==> src/rtl/dw_pkg.sv <==
package dw_pkg;
    localparam int WORD_W  = 16;
    localparam int TAG_W   = 4;
    localparam int FIELD_W = WORD_W - TAG_W;
    localparam int LIT_W   = 8;
    localparam int CLS_W   = 3;

    localparam logic [TAG_W-1:0] TAG_MOVE = 4'b1100;
    localparam logic [TAG_W-1:0] TAG_CONT = 4'b1111;
    localparam logic [7:0]       TOP_CALL = 8'hEC;
    localparam logic [7:0]       TOP_JUMP = 8'hEF;
    localparam logic [7:0]       TOP_LDP  = 8'hEE;

    typedef enum logic [CLS_W-1:0] {
        CLS_NOP    = 3'd0,
        CLS_SINGLE = 3'd1,
        CLS_MOVE   = 3'd2,
        CLS_CALL   = 3'd3,
        CLS_JUMP   = 3'd4,
        CLS_LDPTR  = 3'd5
    } dw_cls_e;

    typedef enum logic {
        ST_FIRST  = 1'b0,
        ST_SECOND = 1'b1
    } dw_state_e;
endpackage

==> src/rtl/dw_classify.sv <==
module dw_classify
    import dw_pkg::*;
#(
    parameter int W  = WORD_W,
    parameter int TW = TAG_W,
    localparam int FW = W - TW
) (
    input  logic [W-1:0]  word,
    output logic          is_first,
    output logic          is_cont,
    output dw_cls_e       first_cls,
    output logic [FW-1:0] first_field
);
    logic [TW-1:0] tag;
    logic [7:0]    top;

    always_comb begin
        tag         = word[W-1 -: TW];
        top         = word[W-1 -: 8];
        is_cont     = (tag == TAG_CONT);
        is_first    = 1'b1;
        first_cls   = CLS_SINGLE;
        first_field = word[FW-1:0];
        if (tag == TAG_MOVE) begin
            first_cls = CLS_MOVE;
        end else if (top == TOP_CALL) begin
            first_cls   = CLS_CALL;
            first_field = {{(FW-LIT_W){1'b0}}, word[LIT_W-1:0]};
        end else if (top == TOP_JUMP) begin
            first_cls   = CLS_JUMP;
            first_field = {{(FW-LIT_W){1'b0}}, word[LIT_W-1:0]};
        end else if (top == TOP_LDP) begin
            first_cls   = CLS_LDPTR;
            first_field = {{(FW-LIT_W){1'b0}}, word[LIT_W-1:0]};
        end else begin
            is_first = 1'b0;
        end
    end
endmodule

==> src/rtl/dw_fsm.sv <==
module dw_fsm
    import dw_pkg::*;
#(
    parameter int FW = FIELD_W
) (
    input  logic          clk,
    input  logic          rst_n,
    input  logic          in_valid,
    input  logic          in_skip,
    input  logic [FW-1:0] in_field,
    input  logic          is_first,
    input  logic          is_cont,
    input  dw_cls_e       first_cls,
    input  logic [FW-1:0] first_field,
    output logic          out_valid,
    output dw_cls_e       out_class,
    output logic [FW-1:0] out_a,
    output logic [FW-1:0] out_b,
    output logic          out_extra
);
    dw_state_e     st, st_nxt;
    dw_cls_e       held_cls, held_cls_nxt;
    logic [FW-1:0] held_a, held_a_nxt;

    logic          v_d, x_d;
    dw_cls_e       c_d;
    logic [FW-1:0] a_d, b_d;

    // next-state and hold logic
    always_comb begin
        st_nxt       = st;
        held_cls_nxt = held_cls;
        held_a_nxt   = held_a;
        unique case (st)
            ST_FIRST: begin
                if (in_valid && !in_skip && is_first) begin
                    st_nxt       = ST_SECOND;        // capture
                    held_cls_nxt = first_cls;
                    held_a_nxt   = first_field;
                end
            end
            ST_SECOND: begin
                if (in_valid) begin
                    st_nxt       = ST_FIRST;         // absorb or discard
                    held_cls_nxt = CLS_NOP;
                    held_a_nxt   = '0;
                end
            end
        endcase
    end

    always_ff @(posedge clk) begin
        if (!rst_n) begin
            st       <= ST_FIRST;
            held_cls <= CLS_NOP;
            held_a   <= '0;
        end else begin
            st       <= st_nxt;
            held_cls <= held_cls_nxt;
            held_a   <= held_a_nxt;
        end
    end

    // output decode
    always_comb begin
        v_d = 1'b0;
        x_d = 1'b0;
        c_d = CLS_NOP;
        a_d = '0;
        b_d = '0;
        if (in_valid) begin
            unique case (st)
                ST_FIRST: begin
                    if (in_skip || is_cont) begin
                        v_d = 1'b1;
                    end else if (!is_first) begin
                        v_d = 1'b1;
                        c_d = CLS_SINGLE;
                        a_d = in_field;
                    end
                end
                ST_SECOND: begin
                    v_d = 1'b1;
                    if (!in_skip) begin
                        c_d = held_cls;
                        a_d = held_a;
                        b_d = in_field;
                        x_d = 1'b1;
                    end
                end
            endcase
        end
    end

    always_ff @(posedge clk) begin
        if (!rst_n) begin
            out_valid <= 1'b0;
            out_class <= CLS_NOP;
            out_a     <= '0;
            out_b     <= '0;
            out_extra <= 1'b0;
        end else begin
            out_valid <= v_d;
            out_class <= c_d;
            out_a     <= a_d;
            out_b     <= b_d;
            out_extra <= x_d;
        end
    end

    p_first_silent_r3: assert property (@(posedge clk) disable iff (!rst_n)
        (st == ST_FIRST && in_valid && !in_skip && is_first) |=> (!out_valid && st == ST_SECOND));

    p_pending_absorbs_r3: assert property (@(posedge clk) disable iff (!rst_n)
        (st == ST_SECOND && in_valid && !in_skip) |=> (out_valid && out_extra && st == ST_FIRST));

    p_cont_alone_nop_r5: assert property (@(posedge clk) disable iff (!rst_n)
        (st == ST_FIRST && in_valid && is_cont) |=> (out_valid && out_class == CLS_NOP && !out_extra));

    p_skip_nop_r6: assert property (@(posedge clk) disable iff (!rst_n)
        (in_valid && in_skip) |=> (out_valid && out_class == CLS_NOP && !out_extra));

    p_skip_discards_r7: assert property (@(posedge clk) disable iff (!rst_n)
        (st == ST_SECOND && in_valid && in_skip) |=> (st == ST_FIRST));

    p_extra_double_r8: assert property (@(posedge clk) disable iff (!rst_n)
        out_extra |-> (out_valid && (out_class == CLS_MOVE || out_class == CLS_CALL ||
                                     out_class == CLS_JUMP || out_class == CLS_LDPTR)));

    p_gap_hold_r9: assert property (@(posedge clk) disable iff (!rst_n)
        !in_valid |=> (!out_valid && $stable(st)));

    p_latency_r10: assert property (@(posedge clk) disable iff (!rst_n)
        out_valid |-> $past(in_valid));
endmodule

==> src/rtl/dword_fetch_decoder.sv <==
module dword_fetch_decoder
    import dw_pkg::*;
#(
    parameter int W  = WORD_W,
    parameter int TW = TAG_W,
    localparam int FW = W - TW
) (
    input  logic          clk,
    input  logic          rst_n,
    input  logic          in_valid,
    input  logic          in_skip,
    input  logic [W-1:0]  in_word,
    output logic          out_valid,
    output logic [2:0]    out_class,
    output logic [FW-1:0] out_a,
    output logic [FW-1:0] out_b,
    output logic          out_extra
);
    logic          is_first, is_cont;
    dw_cls_e       first_cls, cls_q;
    logic [FW-1:0] first_field;

    dw_classify #(.W(W), .TW(TW)) u_cls (
        .word        (in_word),
        .is_first    (is_first),
        .is_cont     (is_cont),
        .first_cls   (first_cls),
        .first_field (first_field)
    );

    dw_fsm #(.FW(FW)) u_fsm (
        .clk         (clk),
        .rst_n       (rst_n),
        .in_valid    (in_valid),
        .in_skip     (in_skip),
        .in_field    (in_word[FW-1:0]),
        .is_first    (is_first),
        .is_cont     (is_cont),
        .first_cls   (first_cls),
        .first_field (first_field),
        .out_valid   (out_valid),
        .out_class   (cls_q),
        .out_a       (out_a),
        .out_b       (out_b),
        .out_extra   (out_extra)
    );

    assign out_class = cls_q;
endmodule

==> config.mk <==
export PLATFORM = sky130hd
export DESIGN_NAME = dword_fetch_decoder
export DESIGN_NICKNAME = d
export VERILOG_FILES = /design/src/rtl/dw_pkg.sv /design/src/rtl/dw_classify.sv /design/src/rtl/dw_fsm.sv /design/src/rtl/dword_fetch_decoder.sv
export SDC_FILE = /design/constraint.sdc
export NUM_CORES = 1
export LEC_CHECK = 0
export ABC_AREA = 1
export BUFFER_PORTS_ARGS = -buffer_cell sky130_fd_sc_hd__buf_4
export CAP_MARGIN = 20
export CORE_ASPECT_RATIO = 2
export CORE_MARGIN = 3
export CORE_UTILIZATION = 55
export DETAILED_ROUTE_END_ITERATION = 10
export GPL_TIMING_DRIVEN = 0
export PLACE_DENSITY_LB_ADDON = 0.15
export SYNTH_ARGS = -nofsm -noshare
export SYNTH_HDL_FRONTEND = slang
export SYNTH_SLANG_ARGS = --single-unit
==> constraint.sdc <==
create_clock -name clk -period 2.4 [get_ports clk]
set_input_delay 0.12 -clock clk [delete_from_list [all_inputs] [get_ports clk]]
set_output_delay 0.12 -clock clk [all_outputs]
set_load 0.02 [all_outputs]
Word-level counts from Yosys, hierarchy flattened
Cells that the tools add are included.

cells by class
  equality and inequality tests = 7
  muxes and demuxes = 33
  bitwise operators = 3
  reductions and logical operators = 8

operators by type and width
  operator                                                         count
  12-bit two-way mux                                               9
  12-bit case mux with 2 select lines                              2
  8-bit equality test, second input constant                       3
  3-bit two-way mux                                                8
  3-bit case mux with 2 select lines                               2
  1-bit two-way mux                                                10
  4-bit equality test, second input constant                       2
  1-bit case mux with 2 select lines                               2
  2-bit AND reduction                                              2
  4-bit OR reduction                                               1
  1-bit inverter                                                   3
  3-bit AND reduction                                              1
  1-bit logical AND                                                2
  2-bit by 1-bit != test with 1-bit output, second input constant  1
  2-bit != test, second input constant                             1
  1-bit zero test                                                  1
  1-bit logical OR                                                 1

word-level totals
  register bits after elaboration = 45
  input port bits = 20
  output and inout port bits = 29

Longest topological paths before layout
  depth in word-level cells = 8
  mapped depth = 10

Cells and area by module
Synthesis repeated with hierarchy kept, for this count alone.

unflattened totals
  cells, all modules = 257
  area, all modules = 1960.6 um2

modules (own cells, without submodules)
  module       instances  cells an instance  area an instance (um2)  sequential area each (um2)
  dw_fsm       1          220                1766.7                  900.9
  dw_classify  1          37                 193.9                   0.0

Worst setup path before layout
No wires, ideal clock.

  path kind = register to register
  from = reg u_fsm.st
  to = reg u_fsm.held_cls[2]
  library setup time = 0.071 ns
  arrival time = 1.065 ns
  required time = 2.329 ns
  setup slack = 1.264 ns
  stages on the path, launching flop included = 5
  path buffers = 1
  clock period less this slack = 1.136 ns
  cells stage by stage = dfxtp_1 nor3_4 buf_2 nand3b_1 a21oi_2

between the ends
  longest elaborated chain between the ends = 3

ends and longest elaborated chain
  item                                                RTL line      source
  from (decl)                                         dw_fsm.sv:21  dw_state_e st, st_nxt;
  from (signal assigned)                              dw_fsm.sv:58  st <= st_nxt;
  1-bit inverter (no line)                            --
  2-bit by 1-bit != test with 1-bit output (no line)  --
  2-bit AND reduction (no line)                       --
  to (signal assigned)                                dw_fsm.sv:59  held_cls <= held_cls_nxt;
  to (decl)                                           dw_fsm.sv:22  dw_cls_e held_cls, held_cls_nxt;

Parallel ways exist; a longest one is shown, timed or not.
A chain may end at the register's enable or synchronous reset.

Worst setup path after layout
  from = reg u_fsm.st
  to = reg u_fsm.out_a[6]

between the ends
  longest elaborated chain between the ends = 2

ends and longest elaborated chain
  item                                   RTL line       source
  1-bit inverter (no line)               --
  12-bit case mux with 2 select lines *  dw_fsm.sv:72   unique case (st)
  to (signal assigned)                   dw_fsm.sv:99   out_a <= '0;
  to (signal assigned)                   dw_fsm.sv:105  out_a <= a_d;
  to (decl)                              dw_fsm.sv:17   output logic [FW-1:0] out_a,

Mark *: on every way between the ends. The rest lies on a longest branch, timed or not.

==> results.toml <==
[timing]
relSlewSlack_pct = 55.4
drv_slew = 0
skew_ns = 0.00178
setup_violations = 0
max_freq_ghz = 0.673
worst_pin_slew_ns = 0.668
setup_ws_ns = 0.914
final-hold-violation-count = 0
holdWs_ns = 0.0598
fin_crit_ns = 1.49
setup_tns_ns = 0
finalCritPeriodShare_pct = 61.9
rsz0062_at_grt = "no"

[pwr]
p_total_uw = 1420
leakage_uw = 0.00104
worst_ir_drop_vdd_uv = 606
p_per_area_nw_per_um2 = 619

[synthesis]
yosysTopAreaCell = "dfxtp_1"
avgSynthCellArea_sq_um = 8.58
synthCells = 209
yosysUniqueCellTypes = 28
synth.yosys.seq_area_share_pct = 50.2
synthTopCellsByArea = "dfxtp_1 (50%), nand3_1 (6.7%), nand2_1 (6.5%), nand3_2 (5.6%), a21oi_2 (4.4%)"
netlist_area_sq_um = 1790
yosysTopAreaCellShare_pct = 50.2
synth-seq-cells = 45
ys_warn_count = 0
synth_nets = 229

[die]
fp.dieW_um = 46.4
ioPinCount = 49
core_sq_um = 3050
die_area_sq_um = 4020
start_util_pct = 58.8
fp-row-count = 28
die_h_um = 86.7

[final_layout]
layout_common_cells = "buf_4 (48), dfxtp_1 (45), nand2_1 (31)"
drive_gt1_share_pct = 36.0
layout_commonest_cell = "buf_4"
nets = 284
utilization_pct = 75.3
area_growth_pct = 28.0
diodes = 0

[clock_network]
max-clock-path-buffers = 2
cts_sinks = 45
cts_inserted_buffers = 5
post_cts_resized = 0
postCtsHoldBufs = 0
cts_root_buffer = "clkbuf_8"
insertion_delay_ns = 0.29
cts_setup_buffers = 0
cts_tree = "built"
path_clk_slew_ns = 0.08
htreeDepth = 2

[drt]
drt_iter0_drc = 47
vias_per_cell = 5.43
antenna_left = 0
vias = 1597
drc = 0
firstDrtPassIters = 4
finalWirelength_um = 4130
avgRoutedWirePerCell_um = 14.1

[placement]
pre_cts_slack_ns = 0.957
dp_hpwl_um = 3090
gp_congestion = 0.823
numPortBuffers = 48

[grt]
grt_usage_pct = 23.2
antenna_found_initial = 0
grt_overflow = 0
grt_pass1_wl_um = 6760
grt_pass1_vias = 1535
grt_max_degree = 14

[job]
cap_violations = 0

[worst_hold_path]
min_path_type = "in -> reg"
hp-start = "in_skip"

[critical_path]
r2r-start = "u_fsm.st"
r2r_slack_ns = 0.91
critPathLaunch = "u_fsm.st"
required_ns = 2.61
critical_path_peak_fanout = 10
critical_path_class = "reg -> reg"
end_kind = "flop"
reg2reg_to = "u_fsm.out_a[6]"
arrival_ns = 1.70
endpoint = "u_fsm.out_a[6]"
rr_worst_depth = 6
worstSetupStartpointType = "flop"

[outcome]
status = "complete, no violations"
==> power breakdown <==
part / leakage (uW) / internal [uW] / switching, uW / total (uW)
clock network: 0.0000540 / 302 / 234 / 537
registers: 0.000364 / 756 / 3.76 / 760
logic: 0.000620 / 49.5 / 74.2 / 124
total: 0.00104 / 1110 / 312 / 1420
==> state kept, by name, summed over array words and instances, names as in the netlist <==
register	flops
u_fsm.held_a	12
u_fsm.held_cls	3
u_fsm.out_a	12
u_fsm.out_b	12
u_fsm.out_class	3
u_fsm.out_extra	1
u_fsm.out_valid	1
u_fsm.st	1
==> cell type report <==
class,instances,area (sq um)
sequential,45,901
clock buffer,5,68.8
fill,226,753
buffer,8,58.8
inverter,25,93.8
multi-input combinational,131,739
tap,30,37.5
clock inverter,2,35.0
timing repair buffer,48,360
==> Yosys cell counts <==
cell and number:
nor3_4 1, buf_6 1, inv_2 6, nand3_2 10, nand2_4 2, inv_1 19, buf_12 1, o22ai_1 2
nand2_1 31, a21oi_2 9, o21ai_1 1, nand3_4 1, a21oi_1 7, o211ai_1 1, nor2_2 3, nand3b_1 1
nor2_1 20, a31oi_1 1, o21ai_0 8, nor3_1 2, nand3_1 24, buf_2 4, clkbuf_1 2, dfxtp_1 45
a21boi_0 1, nand2_2 1, nand4_1 4, nor2_4 1
==> cell families (layout without fill, tap and decap cells) <==
kind of cell    count (synthesis)  in the layout  synth area share, %
simple gates                  101            101                 30.5
buf+inv                        33             88                 8.51
compound gates                 30             30                 10.7
flops                          45             45                 50.2
==> per-layer routing <==
metal  vias up  GRT usage, %  routed length [um]
met1       727          23.0                1430
met4         0          13.7                 159
met5         -             0                   0
met3        14          5.41                 240
met2        63          40.5                2310
li1        793             -                   -
==> how the worst min path moves through the flow <==
stage	endpoint	slack (ns)	cells past startpoint
after floorplan	u_fsm.out_b[11]	0.20	1
after global placement	u_fsm.out_b[11]	0.35	2
after detailed placement	u_fsm.out_b[0]	0.36	3
after CTS	u_fsm.out_b[11]	0.05	2
after global routing	u_fsm.out_b[11]	0.05	2
final	u_fsm.out_b[11]	0.06	2
==> through the flow <==
step | cell area (sq um) | cells
6_report | 2290 | 294
5_1_grt | 2290 | 294
4_1_cts | 2290 | 294
3_5_place_dp | 2190 | 287
3_3_place_gp | 2190 | 287
2_1_floorplan | 1790 | 209
==> critical path: stages, from the launching register on <==
cell and delay [ns]:
dfxtp_1 0.48, inv_2 0.12, nor2_2 0.15, nand2_1 0.24, inv_2 0.25, nand2_1 0.08
o21ai_0 0.09
(Power assumes the default switching activity.)
